## src/rtl/i2c_cmd_pkg.sv

```systemverilog
package i2c_cmd_pkg;
  typedef enum logic [1:0] {
    ST_IDLE,
    ST_ADDR,
    ST_CMD,
    ST_SKIP
  } state_e;
endpackage

```

## src/rtl/i2c_cond_detect.sv

```systemverilog
module i2c_cond_detect #(
  parameter int unsigned SYNC_STAGES = 2
) (
  input  logic clk_i,
  input  logic rst_ni,
  input  logic scl_i,
  input  logic sda_i,
  output logic sda_o,
  output logic scl_rise_o,
  output logic scl_fall_o,
  output logic start_o,
  output logic stop_o
);
  logic [SYNC_STAGES-1:0] scl_sync, sda_sync;
  logic scl_d, sda_d, scl_s;

  always_ff @(posedge clk_i or negedge rst_ni) begin
    if (!rst_ni) begin
      scl_sync <= '1;
      sda_sync <= '1;
      scl_d    <= 1'b1;
      sda_d    <= 1'b1;
    end else begin
      scl_sync <= {scl_sync[SYNC_STAGES-2:0], scl_i};
      sda_sync <= {sda_sync[SYNC_STAGES-2:0], sda_i};
      scl_d    <= scl_sync[SYNC_STAGES-1];
      sda_d    <= sda_sync[SYNC_STAGES-1];
    end
  end

  assign scl_s      = scl_sync[SYNC_STAGES-1];
  assign sda_o      = sda_sync[SYNC_STAGES-1];
  assign scl_rise_o = scl_s & ~scl_d;
  assign scl_fall_o = ~scl_s & scl_d;
  // conditions only count while SCL stays high across both samples
  assign start_o    = scl_s & scl_d & sda_d & ~sda_o;
  assign stop_o     = scl_s & scl_d & ~sda_d & sda_o;
endmodule

```

## src/rtl/i2c_byte_fsm.sv

```systemverilog
module i2c_byte_fsm
  import i2c_cmd_pkg::*;
#(
  parameter int unsigned         ADDR_W = 7,
  parameter logic [ADDR_W-1:0]   ADDR   = 7'h4E,
  parameter int unsigned         SEL_W  = 3,
  parameter int unsigned         VAL_W  = 5
) (
  input  logic             clk_i,
  input  logic             rst_ni,
  input  logic             sda_i,
  input  logic             scl_rise_i,
  input  logic             scl_fall_i,
  input  logic             start_i,
  input  logic             stop_i,
  output logic             sda_oe_o,
  output logic             wr_en_o,
  output logic [SEL_W-1:0] wr_sel_o,
  output logic [VAL_W-1:0] wr_val_o,
  output state_e           state_o
);
  localparam int unsigned BYTE_W = ADDR_W + 1;
  localparam int unsigned CNT_W  = $clog2(BYTE_W + 1);
  localparam logic [CNT_W-1:0] LAST_BIT = CNT_W'(BYTE_W - 1);
  localparam logic [CNT_W-1:0] ACK_SLOT = CNT_W'(BYTE_W);

  state_e            state_q;
  logic [CNT_W-1:0]  cnt_q;
  logic [BYTE_W-1:0] shreg_q, byte_nxt;
  logic              in_ack_q, ack_q, oe_q;
  logic              data_rise, last_rise;

  assign byte_nxt  = {shreg_q[BYTE_W-2:0], sda_i};
  assign data_rise = scl_rise_i & ~in_ack_q & (cnt_q < ACK_SLOT);
  assign last_rise = data_rise & (cnt_q == LAST_BIT);

  always_ff @(posedge clk_i or negedge rst_ni) begin
    if (!rst_ni) begin
      state_q  <= ST_IDLE;
      cnt_q    <= '0;
      shreg_q  <= '0;
      in_ack_q <= 1'b0;
      ack_q    <= 1'b0;
      oe_q     <= 1'b0;
    end else if (start_i || stop_i) begin
      state_q  <= start_i ? ST_ADDR : ST_IDLE;
      cnt_q    <= '0;
      in_ack_q <= 1'b0;
      ack_q    <= 1'b0;
      oe_q     <= 1'b0;
    end else if (state_q == ST_ADDR || state_q == ST_CMD) begin
      if (data_rise) begin
        shreg_q <= byte_nxt;
        cnt_q   <= cnt_q + 1'b1;
        if (last_rise) begin
          if (state_q == ST_CMD || byte_nxt == {ADDR, 1'b0}) ack_q <= 1'b1;
          else begin
            state_q <= ST_SKIP;
            cnt_q   <= '0;
          end
        end
      end else if (scl_fall_i) begin
        if (in_ack_q) begin
          in_ack_q <= 1'b0;
          oe_q     <= 1'b0;
          ack_q    <= 1'b0;
          cnt_q    <= '0;
          state_q  <= ST_CMD;
        end else if (cnt_q == ACK_SLOT) begin
          in_ack_q <= 1'b1;
          oe_q     <= ack_q;
        end
      end
    end
  end

  assign sda_oe_o = oe_q;
  assign wr_en_o  = last_rise & (state_q == ST_CMD);
  assign wr_sel_o = byte_nxt[BYTE_W-1 -: SEL_W];
  assign wr_val_o = byte_nxt[VAL_W-1:0];
  assign state_o  = state_q;
endmodule

```

## src/rtl/i2c_cmd_regs.sv

```systemverilog
module i2c_cmd_regs #(
  parameter int unsigned NUM_REGS = 3,
  parameter int unsigned SEL_W    = 3,
  parameter int unsigned VAL_W    = 5
) (
  input  logic                      clk_i,
  input  logic                      rst_ni,
  input  logic                      wr_en_i,
  input  logic [SEL_W-1:0]          wr_sel_i,
  input  logic [VAL_W-1:0]          wr_val_i,
  output logic [NUM_REGS*VAL_W-1:0] regs_o
);
  // selector 0 and anything above NUM_REGS hit no register
  for (genvar g = 0; g < NUM_REGS; g++) begin : g_reg
    logic [VAL_W-1:0] val_q;
    always_ff @(posedge clk_i or negedge rst_ni) begin
      if (!rst_ni) val_q <= '0;
      else if (wr_en_i && wr_sel_i == SEL_W'(g + 1)) val_q <= wr_val_i;
    end
    assign regs_o[g*VAL_W +: VAL_W] = val_q;
  end
endmodule

```

## src/rtl/i2c_cmd_target.sv

```systemverilog
module i2c_cmd_target
  import i2c_cmd_pkg::*;
#(
  parameter int unsigned       ADDR_W      = 7,
  parameter logic [ADDR_W-1:0] ADDR        = 7'h4E,
  parameter int unsigned       SEL_W       = 3,
  parameter int unsigned       VAL_W       = 5,
  parameter int unsigned       NUM_REGS    = 3,
  parameter int unsigned       SYNC_STAGES = 2,
  localparam int unsigned      REGS_W      = NUM_REGS * VAL_W
) (
  input  logic              clk_i,
  input  logic              rst_ni,
  input  logic              scl_i,
  input  logic              sda_i,
  output logic              sda_oe_o,
  output logic [REGS_W-1:0] regs_o
);
  logic             sda_s, scl_rise, scl_fall, start_det, stop_det;
  logic             wr_en;
  logic [SEL_W-1:0] wr_sel;
  logic [VAL_W-1:0] wr_val;
  state_e           fsm_state;

  i2c_cond_detect #(.SYNC_STAGES(SYNC_STAGES)) u_cond (
    .clk_i      (clk_i),
    .rst_ni     (rst_ni),
    .scl_i      (scl_i),
    .sda_i      (sda_i),
    .sda_o      (sda_s),
    .scl_rise_o (scl_rise),
    .scl_fall_o (scl_fall),
    .start_o    (start_det),
    .stop_o     (stop_det)
  );

  i2c_byte_fsm #(
    .ADDR_W (ADDR_W),
    .ADDR   (ADDR),
    .SEL_W  (SEL_W),
    .VAL_W  (VAL_W)
  ) u_fsm (
    .clk_i      (clk_i),
    .rst_ni     (rst_ni),
    .sda_i      (sda_s),
    .scl_rise_i (scl_rise),
    .scl_fall_i (scl_fall),
    .start_i    (start_det),
    .stop_i     (stop_det),
    .sda_oe_o   (sda_oe_o),
    .wr_en_o    (wr_en),
    .wr_sel_o   (wr_sel),
    .wr_val_o   (wr_val),
    .state_o    (fsm_state)
  );

  i2c_cmd_regs #(
    .NUM_REGS (NUM_REGS),
    .SEL_W    (SEL_W),
    .VAL_W    (VAL_W)
  ) u_regs (
    .clk_i    (clk_i),
    .rst_ni   (rst_ni),
    .wr_en_i  (wr_en),
    .wr_sel_i (wr_sel),
    .wr_val_i (wr_val),
    .regs_o   (regs_o)
  );
endmodule

```

## config.mk

```make
export PLATFORM = sky130hd
export DESIGN_NAME = i2c_cmd_target
export DESIGN_NICKNAME = d
export VERILOG_FILES = /design/src/rtl/i2c_cmd_pkg.sv /design/src/rtl/i2c_cond_detect.sv /design/src/rtl/i2c_byte_fsm.sv /design/src/rtl/i2c_cmd_regs.sv /design/src/rtl/i2c_cmd_target.sv
export SDC_FILE = /design/constraint.sdc
export NUM_CORES = 1
export LEC_CHECK = 0
export ABC_CLOCK_PERIOD_IN_PS = 3000
export BUFFER_PORTS_ARGS = -buffer_cell sky130_fd_sc_hd__buf_2
export CAP_MARGIN = 15
export CORE_ASPECT_RATIO = 1.5
export CORE_MARGIN = 4
export CORE_UTILIZATION = 55
export CTS_CLUSTER_DIAMETER = 60
export DETAILED_ROUTE_END_ITERATION = 6
export PLACE_DENSITY = 0.87
export SLEW_MARGIN = 20
export SYNTH_ARGS = -nofsm -noshare
export SYNTH_HDL_FRONTEND = slang
export SYNTH_HIERARCHICAL = 1
export SYNTH_SLANG_ARGS = --single-unit
```

## constraint.sdc

```tcl
create_clock -name clk_i -period 3 [get_ports clk_i]
set_input_delay 0.6 -clock clk_i [delete_from_list [all_inputs] [get_ports clk_i]]
set_output_delay 0.6 -clock clk_i [all_outputs]
set_load 0.005 [all_outputs]
```

==> flow_summary_export.csv, run 1 <==
group,metric,value,unit
synth,synth_flop_cell,"dfrtp_1",
floorplan,rows,24,
detailed_routing,viasPerCell,5.99,
timing,min_period_over_period,0.783,
floorplan,die-height,76.8,um
worst_setup_path,path_max_fanout,6,
worst_setup_path,cp-end-kind,"flip-flop",
grt,grt_overflow,0,
cts,clock_sinks,37,
cts,clkLatencyLatePin,0.29,ns
cts,clk_pin_slew,0.07,ns
floorplan,core-area,2970,sq um
placed_design,placed_area,1850,sq um
synth,synthCells,127,
placed_design,place_inst,180,
final_layout,n_antenna_cell,0,
placed_design,portBuffers,19,
worst_setup_path,cp_slowest_cell,"dfstp_2",
synth,synth_fp_nets,134,
grt,grt_antenna_before_repair,0,
worst_setup_path,slowest_delay,0.56,ns
worst_setup_path,regToRegSetupSlack,0.65,ns
cts,clockRootBuffer,"clkbuf_8",
flow_run,drv_cap,0,
detailed_routing,first_pass_iters,4,
final_layout,design_area,1980,sq um
worst_setup_path,worstPathRequired,3.17,ns
cts,post_cts_buffers,0,
detailed_routing,drc,0,
pwr,p_leak,0.000991,uW
run_status,outcome,"finished clean",
pwr,vdd_drop_max,640,uV
timing,worst_slew_pin_slew,0.961,ns
synth,ys_warn_count,6,
final_layout,area_delta_synth_final,14.2,%
worst_setup_path,cp.arrival,2.52,ns
synth,synth_top_area_share,0.447,
final_layout,instances_no_fill,188,
synth,syn-cell-area,1740,sq um
worst_setup_path,worst_r2r_endpoint,"u_regs/g_reg[1].val_q[4]",
timing,setup_tns,0,ns
floorplan,ios,20,
timing,fin_skew,0.00531,ns
detailed_routing,drtIter0Drc,46,
cts,numCtsBuffers,5,
final_layout,utilization,0.667,
timing,finalHoldViolations,0,
detailed_routing,wire_per_inst,17.7,um
floorplan,die_area,4140,sq um
synth,yosysSeqAreaShare,0.537,
detailed_routing,routed_wl,3330,um
min_path,min_from,"u_cond/scl_sync[0]",
worst_setup_path,cp_cell_sequence,"nor2b_1 > or3b_1 > nor2_1 > and4bb_4 > mux2_4",
synth,ys_ff_latch,37,
worst_setup_path,r2r-start,"u_cond/scl_sync[1]",
timing,relSlewSlack,0.350,
cts,cts_hold_buf,0,
synth,synth_area_per_cell,13.7,sq um
cts,h-tree-depth,2,
timing,fmax,426,MHz
pwr,power,1480,uW
floorplan,start_util,0.584,
synth,yosys-top-cells-area,"dfrtp_1 45%, mux2_4 15%, dfstp_2 9.1%, mux2_2 3.2%, ha_1 2.2%",
worst_setup_path,reg2reg_depth,5,
grt,grt_pass1_vias,1146,
worst_setup_path,cp-start-kind,"flip-flop",
worst_setup_path,crit_type,"reg2reg",
floorplan,die_w,53.9,um
synth,synth-edff-count,0,
timing,final_max_slew_viol_count,0,
min_path,min_path_cells,0,
detailed_routing,antenna_left,0,
timing,fin_crit,2.35,ns
timing,rsz0062_at_grt,"no",
cts,cts_resized,0,
final_layout,nets,155,
min_path,min_to,"u_cond/scl_sync[1]",
placed_design,place.detailed.hpwl,2300,um
detailed_routing,vias,1127,
cts,cts_tree,"yes",
placed_design,finalWeightedCongestion,0.921,
synth,yosysTopAreaCell,"dfrtp_1",
worst_setup_path,path_buf_inv,0,
grt,grt_usage,0.186,
grt,grt_first_pass_wirelength,5540,um
grt,grt_max_degree,38,
min_path,hp-class,"reg2reg",
synth,synth.distinct_cells,40,
timing,setup_violations,0,
synth,synthArstFlopShare,1.00,
final_layout,drive_gt1_frac,0.416,
pwr,power.density,748,nW/um^2
cts,cts_max_path_buffers,2,
final_layout,nFillCells,201,
worst_setup_path,crit_family,"simple AND/OR/NAND/NOR gates",
[flip-flops by register name, summed over array words and instances (netlist names)]
name,count
u_fsm/sda_oe_o,1
u_cond/sda_d,1
u_cond/scl_d,1
u_regs/g.val_q,15
u_fsm/state_o,2
u_fsm/shreg_q,7
u_fsm/ack_q,1
u_cond/sda_sync,2
u_fsm/cnt_q,4
u_cond/scl_sync,2
u_fsm/in_ack_q,1
[metal layers]
metal	track usage	wire [um]	up-vias	part of all wire
met3	0.0659	165	5	0.050
li1	-	-	508	-
met2	0.307	1810	31	0.54
met4	0.0691	58	0	0.017
met5	0	0	-	0
met1	0.211	1290	583	0.39
[cells by family (layout without fill, tap and decap cells)]
logic type      after synthesis  count (layout)  share of synthesized area
simple gates                 40              40                      0.173
flops                        37              37                      0.537
fa+ha+maj                     3               3                     0.0216
mux                          23              23                      0.185
buf+inv                       9              31                     0.0267
compound gates               15              15                     0.0562
[layout make-up]
type | count | area [sq um] | share of cell area
flip-flops and latches | 37 | 933 | 0.471
multi-input cells | 81 | 757 | 0.382
repair buffers | 19 | 95.1 | 0.0479
clock buffers | 5 | 68.8 | 0.0347
clock inverters | 3 | 65.1 | 0.0328
well taps | 39 | 48.8 | 0.0246
inverters | 4 | 15.0 | 0.00757
[cells in the mapped netlist, types with 2 or more instances]
cell	number
a21oi_1	5
nor4_1	2
nor3_1	2
nand2b_1	2
and4b_1	2
dfrtp_1	31
mux2_4	17
inv_1	4
dfstp_2	6
o21ai_0	2
clkbuf_1	2
and4bb_4	2
nor2b_1	2
nor4bb_1	2
nor3b_1	2
nand3_1	5
o31ai_1	3
nand3b_1	3
nand2_1	2
mux2_2	5
or3_1	2
nor2_1	4
ha_1	3
[where the power goes]
group / switching [uW] / internal, uW
logic: 130 / 168
clock network: 173 / 330
registers: 106 / 577
total: 409 / 1080
[worst max-delay path by stage]
stage	start	cells past startpoint	end	slack, ns
3_3_place_gp	u_cond/scl_sync[1]	5	u_regs/g_reg[1].val_q[0]	0.74
2_1_floorplan	u_cond/scl_sync[1]	6	u_regs/g_reg[0].val_q[0]	0.86
3_5_place_dp	u_cond/scl_sync[1]	5	u_regs/g_reg[1].val_q[2]	0.67
6_report	u_cond/scl_sync[1]	5	u_regs/g_reg[1].val_q[4]	0.65
5_1_grt	u_cond/scl_sync[1]	5	u_regs/g_reg[1].val_q[4]	0.57
4_1_cts	u_cond/scl_sync[1]	5	u_regs/g_reg[1].val_q[4]	0.65
[through the flow]
stage / hold slack (ns) / setup WS, ns
global route: 0.365 / 0.567
CTS: 0.359 / 0.651
detailed placement: 0.348 / 0.675
finish: 0.357 / 0.651
floorplan: 0.304 / 0.857
global placement: 0.346 / 0.738
[layout by cell type, fill, tap and decap left out, drive strengths merged, types with 3 or more instances in the layout]
cell    Yosys  final
or3         3      3
mux2       22     22
nor2        4      4
inv         4      4
a21oi       5      5
o31ai       3      3
clkbuf      2      5
nand3       5      5
buf         3     19
dfrtp      31     31
dfstp       6      6
nand3b      3      3
ha          3      3
No activity file was read; power rests on OpenSTA's default activity.
==> run 2: changes to the inputs <==
ABC_AREA = 1   (was not set)
ABC_CLOCK_PERIOD_IN_PS = 2200   (was 3000)
clock period = 2.2 ns   (was 3 ns; I/O delays follow)
==> run 2 against run 1 <==
  * Critical path depth up 4
  * Wire length decreased by 6.8%
  * Sequential share of layout area up 0.97 points
  * Area after synthesis fell by 0.50%
  * First-iteration DRC count fell by 61%
  * Critical endpoint is now u_regs/g_reg[2].val_q[4]
  * Worst setup slack got worse by 0.23 ns
  * Global-route usage fell by 0.48 points
==> flow_summary_export.csv, run 2 <==
group,metric,value,unit
cts,h-tree-depth,2,
final_layout,nets,225,
worst_setup_path,reg2reg_depth,9,
synth,synth_top_area_share,0.449,
cts,post_cts_buffers,0,
final_layout,drive_gt1_frac,0.269,
floorplan,die-height,76.6,um
detailed_routing,antenna_left,0,
placed_design,portBuffers,19,
final_layout,layout_commonest_cell,"nand2_1",
synth,synthArstFlopShare,1.00,
detailed_routing,drc,0,
cts,clkLatencyLatePin,0.29,ns
cts,cts_tree,"yes",
synth,synth_most_common_cell,"nand2_1",
timing,final_max_slew_viol_count,0,
synth,ys_ff_latch,37,
final_layout,largest_reg_flops,15,
synth,yosys-top-cells-area,"dfrtp_1 45%, nand2_1 15%, dfstp_2 9.1%, nand3_1 6.7%, inv_1 3.3%",
synth,synth-edff-count,0,
timing,finalHoldViolations,0,
synth,ys_warn_count,6,
worst_setup_path,worstPathRequired,2.38,ns
pwr,power,1860,uW
flow_run,drv_cap,0,
synth,synth.distinct_cells,26,
cts,cts_max_path_buffers,2,
grt,grt_overflow,0,
cts,cts_hold_buf,0,
detailed_routing,viasPerCell,5.02,
placed_design,finalWeightedCongestion,0.836,
synth,syn-cell-area,1730,sq um
synth,synth_area_per_cell,8.86,sq um
timing,fmax,561,MHz
grt,grt_usage,0.181,
final_layout,nFillCells,259,
pwr,vdd_drop_max,795,uV
timing,setup_tns,0,ns
detailed_routing,wire_per_inst,12.0,um
synth,yosysSeqAreaShare,0.540,
cts,cts_resized,0,
floorplan,ios,20,
detailed_routing,first_pass_iters,4,
min_path,hp-class,"in2async",
cts,clockRootBuffer,"clkbuf_8",
worst_setup_path,path_max_fanout,18,
final_layout,instances_no_fill,258,
synth,yosysTopAreaCell,"dfrtp_1",
final_layout,n_antenna_cell,0,
pwr,power.density,957,nW/um^2
cts,clock_sinks,37,
detailed_routing,vias,1295,
worst_setup_path,cp-end-kind,"flip-flop",
grt,grt_pass1_vias,1219,
worst_setup_path,regToRegSetupSlack,0.42,ns
timing,setup_violations,0,
placed_design,place.detailed.hpwl,2270,um
synth,synth_flop_cell,"dfrtp_1",
floorplan,die_w,53.8,um
final_layout,top_register,"u_regs/g.val_q",
grt,grt_antenna_before_repair,0,
timing,fin_crit,1.78,ns
cts,clk_pin_slew,0.07,ns
run_status,outcome,"finished clean",
synth,synthCells,195,
detailed_routing,drtIter0Drc,18,
pwr,p_leak,0.00105,uW
final_layout,reg.largest.list,"u_regs/g.val_q x15, u_fsm/shreg_q x7, u_fsm/cnt_q x4",
timing,worst_slew_pin_slew,0.790,ns
synth,yosys-top-cells-count,"67 x nand2_1, 31 x dfrtp_1, 23 x nand3_1",
timing,fin_skew,0.00795,ns
grt,grt_max_degree,38,
worst_setup_path,crit_type,"reg2reg",
timing,rsz0062_at_grt,"no",
timing,relSlewSlack,0.473,
synth,synth_fp_nets,202,
worst_setup_path,cp.arrival,1.97,ns
worst_setup_path,cp-start-kind,"flip-flop",
final_layout,area_delta_synth_final,12.5,%
timing,min_period_over_period,0.811,
placed_design,place_inst,250,
floorplan,die_area,4120,sq um
floorplan,start_util,0.581,
floorplan,rows,24,
floorplan,core-area,2970,sq um
cts,numCtsBuffers,5,
detailed_routing,routed_wl,3100,um
grt,grt_first_pass_wirelength,5460,um
final_layout,final_cell_mix,"67 x nand2_1, 31 x dfrtp_1, 23 x nand3_1",
## run 2: cell types whose count changed after synthesis, sizes merged, moves of 3 or more
| cell | change |
|---|---|
| nand2 | +74 |
| nand3 | +18 |
| o21ai | +6 |
| mux2 | -22 |
| nor2 | +11 |
| or3 | -3 |
| inv | +17 |
| a21oi | -3 |
## run 2: cells by family after synthesis
logic type	synth area share
compound gates	0.0529
fa+ha+maj	0.0217
buf+inv	0.0644
flops	0.540
simple gates	0.321
## run 2: cell type report
type                       count  area [sq um]  share of cell area
clock buffer                   7          96.3              0.0496
clock inverter                 1          5.00             0.00258
inverter                      21          81.3              0.0419
multi-input combinational    134           683               0.352
sequential                    37           933               0.480
tap                           39          48.8              0.0251
timing repair buffer          19          95.1              0.0489
## run 2: final timing paths
path	startpoint	end
hold / removal	rst_ni	u_fsm/state_o[1]
min in group clk_i	sda_i	u_cond/sda_sync[0]
setup reg to reg	u_cond/scl_sync[1]	u_regs/g_reg[2].val_q[4]
hold reg to reg	u_cond/sda_sync[0]	u_cond/sda_sync[1]
max in group asynchronous	rst_ni	u_regs/g_reg[1].val_q[0]
setup / recovery	u_cond/scl_sync[1]	u_regs/g_reg[2].val_q[4]
## run 2: stage by stage
stage           util  hold WS, ns  worst slack, ns  instance area (sq um)
6_report       0.654        0.229            0.417                   1940
4_1_cts        0.654        0.236            0.407                   1940
2_1_floorplan      -        0.144            0.686                   1730
5_1_grt        0.654        0.237            0.253                   1940
3_3_place_gp   0.620        0.346            0.484                   1840
3_5_place_dp   0.620        0.348            0.423                   1840
## run 2: routing by layer
metal,vias up,share of wire,wire length [um],GRT usage
li1,653,-,-,-
met1,600,0.39,1200,0.202
met2,30,0.53,1650,0.291
met3,12,0.046,142,0.0528
met4,0,0.036,111,0.102
met5,-,0,0,0
## run 2: power by group
group / switching (uW) / internal, uW / total, uW
sequential: 129 / 785 / 913
combinational: 288 / 146 / 434
clock: 231 / 283 / 514
## run 2: worst max-delay path, cell delays in order, from the launching register on
cell and delay [ns]:
dfstp_2 0.56, inv_1 0.04, nor2_1 0.15, nand2_1 0.10, nor3_1 0.14, inv_1 0.09, nor2_4 0.31, nand2_2 0.15
nand2_1 0.09, nand2_1 0.05
==> run 3: changes to the inputs <==
ABC_AREA = 0   (was 1)
ABC_CLOCK_PERIOD_IN_PS = 1700   (was 2200)
clock period = 1.7 ns   (was 2.2 ns; I/O delays follow)
==> run 3 against run 2 <==
  * The flow now finishes with violations (setup timing)
  * Critical path depth down 3
  * Maximum frequency is 13% lower
  * Hold slack lost 0.078 ns
  * Critical path type unchanged
  * Die area rose by 0.44%
  * Wire length increased by 38%
  * Cell count is 18% lower
  * First-iteration DRC count rose to 2.8 times the previous value
  * Clock skew decreased by 0.0021 ns
  * Largest power group unchanged
  * Highest routed layer unchanged
  * Clock power up 16%
  * Sequential power is 33% higher
  * Core utilization increased by 10 points
==> flow_summary_export.csv, run 3 (synthesis results as in run 1) <==
group,metric,value,unit
run_status,outcome,"finished with violations",
run_status,failed_checks,"setup timing",
worst_setup_path,path_max_fanout,5,
final_layout,area_delta_synth_final,29.0,%
pwr,vdd_drop_max,981,uV
worst_setup_path,cp-end-kind,"flip-flop",
worst_setup_path,cp.arrival,2.24,ns
final_layout,reg.largest.list,"u_regs/g.val_q x15, u_fsm/shreg_q x7, u_fsm/cnt_q x4",
pwr,p_sw_frac,0.321,
cts,cts_tree,"yes",
pwr,p_int,1770,uW
grt,grt_pass1_vias,1345,
placed_design,placed_area,2050,sq um
grt,grt_first_pass_wirelength,6880,um
cts,clkLatencyLatePin,0.29,ns
flow_run,drv_cap,0,
timing,fin_skew,0.00587,ns
worst_setup_path,critical_path.startpoint,"u_cond/scl_sync[1]",
final_layout,design_area,2240,sq um
final_layout,nFillCells,168,
pwr,p_leak,0.00111,uW
timing,min_period_over_period,1.21,
final_layout,n_antenna_cell,0,
floorplan,die_area,4140,sq um
pwr,switchingPower,836,uW
pwr,p_seq_frac,0.466,
timing,setup_violations,27,
grt,grt_antenna_before_repair,0,
final_layout,nets,179,
timing,finalHoldViolations,0,
cts,clk_pin_slew,0.07,ns
timing,final_max_slew_viol_count,0,
grt,grt_usage,0.234,
pwr,power.density,1160,nW/um^2
final_layout,largest_reg_flops,15,
detailed_routing,drc,0,
pwr,clockPowerShare,0.228,
floorplan,die-height,76.8,um
worst_setup_path,cp-start-kind,"flip-flop",
timing,setup_tns,-7.79,ns
grt,grt_max_degree,22,
floorplan,ios,20,
pwr,power,2610,uW
timing,fmax,486,MHz
min_path,hp-class,"in2reg",
worst_setup_path,regToRegSetupSlack,-0.36,ns
timing,fin_crit,2.06,ns
cts,numCtsBuffers,5,
min_path,min_from,"scl_i",
detailed_routing,antenna_left,0,
worst_setup_path,reg2reg_depth,6,
placed_design,dp_slack,-0.366,ns
detailed_routing,drtIter0Drc,50,
timing,worst_slew_pin_slew,0.599,ns
placed_design,portBuffers,19,
pwr,p_comb_frac,0.306,
worst_setup_path,r2r-start,"u_cond/scl_sync[1]",
detailed_routing,vias,1256,
detailed_routing,wire_per_inst,20.2,um
worst_setup_path,worstPathRequired,1.88,ns
floorplan,rows,24,
grt,grt_overflow,0,
cts,h-tree-depth,2,
cts,cts_max_path_buffers,2,
final_layout,final_cell_mix,"31 x dfrtp_1, 19 x buf_2, 18 x buf_4",
placed_design,finalWeightedCongestion,0.910,
worst_setup_path,crit_type,"reg2reg",
timing,relSlewSlack,0.595,
floorplan,core-area,2970,sq um
detailed_routing,viasPerCell,5.92,
final_layout,drive_gt1_frac,0.572,
floorplan,start_util,0.584,
timing,rsz0062_at_grt,"yes",
detailed_routing,routed_wl,4280,um
final_layout,top_register,"u_regs/g.val_q",
cts,clockRootBuffer,"clkbuf_8",
placed_design,place.detailed.hpwl,2820,um
floorplan,die_w,53.9,um
detailed_routing,first_pass_iters,4,
final_layout,layout_commonest_cell,"dfrtp_1",
cts,clock_sinks,37,
timing,setup_ws,-0.360,ns
min_path,min_path_cells,1,
[run 3: cell types whose count changed in the layout (fill, tap and decap cells not counted), sizes merged, moves of 11 or more]
cell	change
inv	-17
buf	+23
nand3	-18
mux2	+22
nand2	-74
nor2	-11
[run 3: metrics by stage]
step	utilization	cells	hold WS, ns
3_3_place_gp	0.690	200	0.292
4_1_cts	0.742	211	0.146
3_5_place_dp	0.690	200	0.304
2_1_floorplan	-	127	0.0444
5_1_grt	0.754	212	0.140
6_report	0.754	212	0.151
[run 3: critical path, stage by stage, from the launching register on]
cell and delay [ns]:
dfstp_2 0.54, nor2b_4 0.13, or3b_4 0.39, buf_6 0.13, nor2_4 0.09, and4bb_4 0.33
mux2_4 0.33
[run 3: cell type report]
type | count | area (sq um) | share of cell area
multi-input cells | 81 | 856 | 0.382
inverters | 4 | 15.0 | 0.00670
well taps | 39 | 48.8 | 0.0218
flip-flops and latches | 37 | 933 | 0.417
repair buffers | 43 | 305 | 0.136
clock buffers | 6 | 72.6 | 0.0324
clock inverters | 2 | 10.0 | 0.00447
[run 3: power groups by stage]
| stage | combinational [uW] | clock, uW | sequential, uW |
|---|---|---|---|
| after floorplan | 484 | 0 | 1160 |
| after global placement | 664 | 0 | 1200 |
| after detailed placement | 690 | 0 | 1210 |
| after CTS | 754 | 604 | 1210 |
| after global routing | 859 | 651 | 1230 |
| final | 798 | 596 | 1210 |
[run 3: worst paths after layout]
path / end
hold / removal: u_cond/scl_sync[0]
min in group asynchronous: u_fsm/sda_oe_o
setup reg to reg: u_regs/g_reg[1].val_q[2]
setup / recovery: u_regs/g_reg[1].val_q[2]
max in group asynchronous: u_cond/sda_sync[0]
hold reg to reg: u_cond/scl_sync[1]
[run 3: timing repair]
action,in CTS,in global routing
hold buffers,1,0
pin swaps,3,5
hold endpoints to repair,13,0
resized for setup,11,6
buffers inserted,3,1
setup endpoints to repair,28,30
[run 3: routing by layer]
metal,track usage,wire length (um),vias to the layer above,share of wire
met2,0.404,2360,52,0.55
met4,0.0793,103,0,0.024
met3,0.0446,207,8,0.048
li1,-,-,558,-
met5,0,0,-,0
met1,0.276,1610,638,0.38
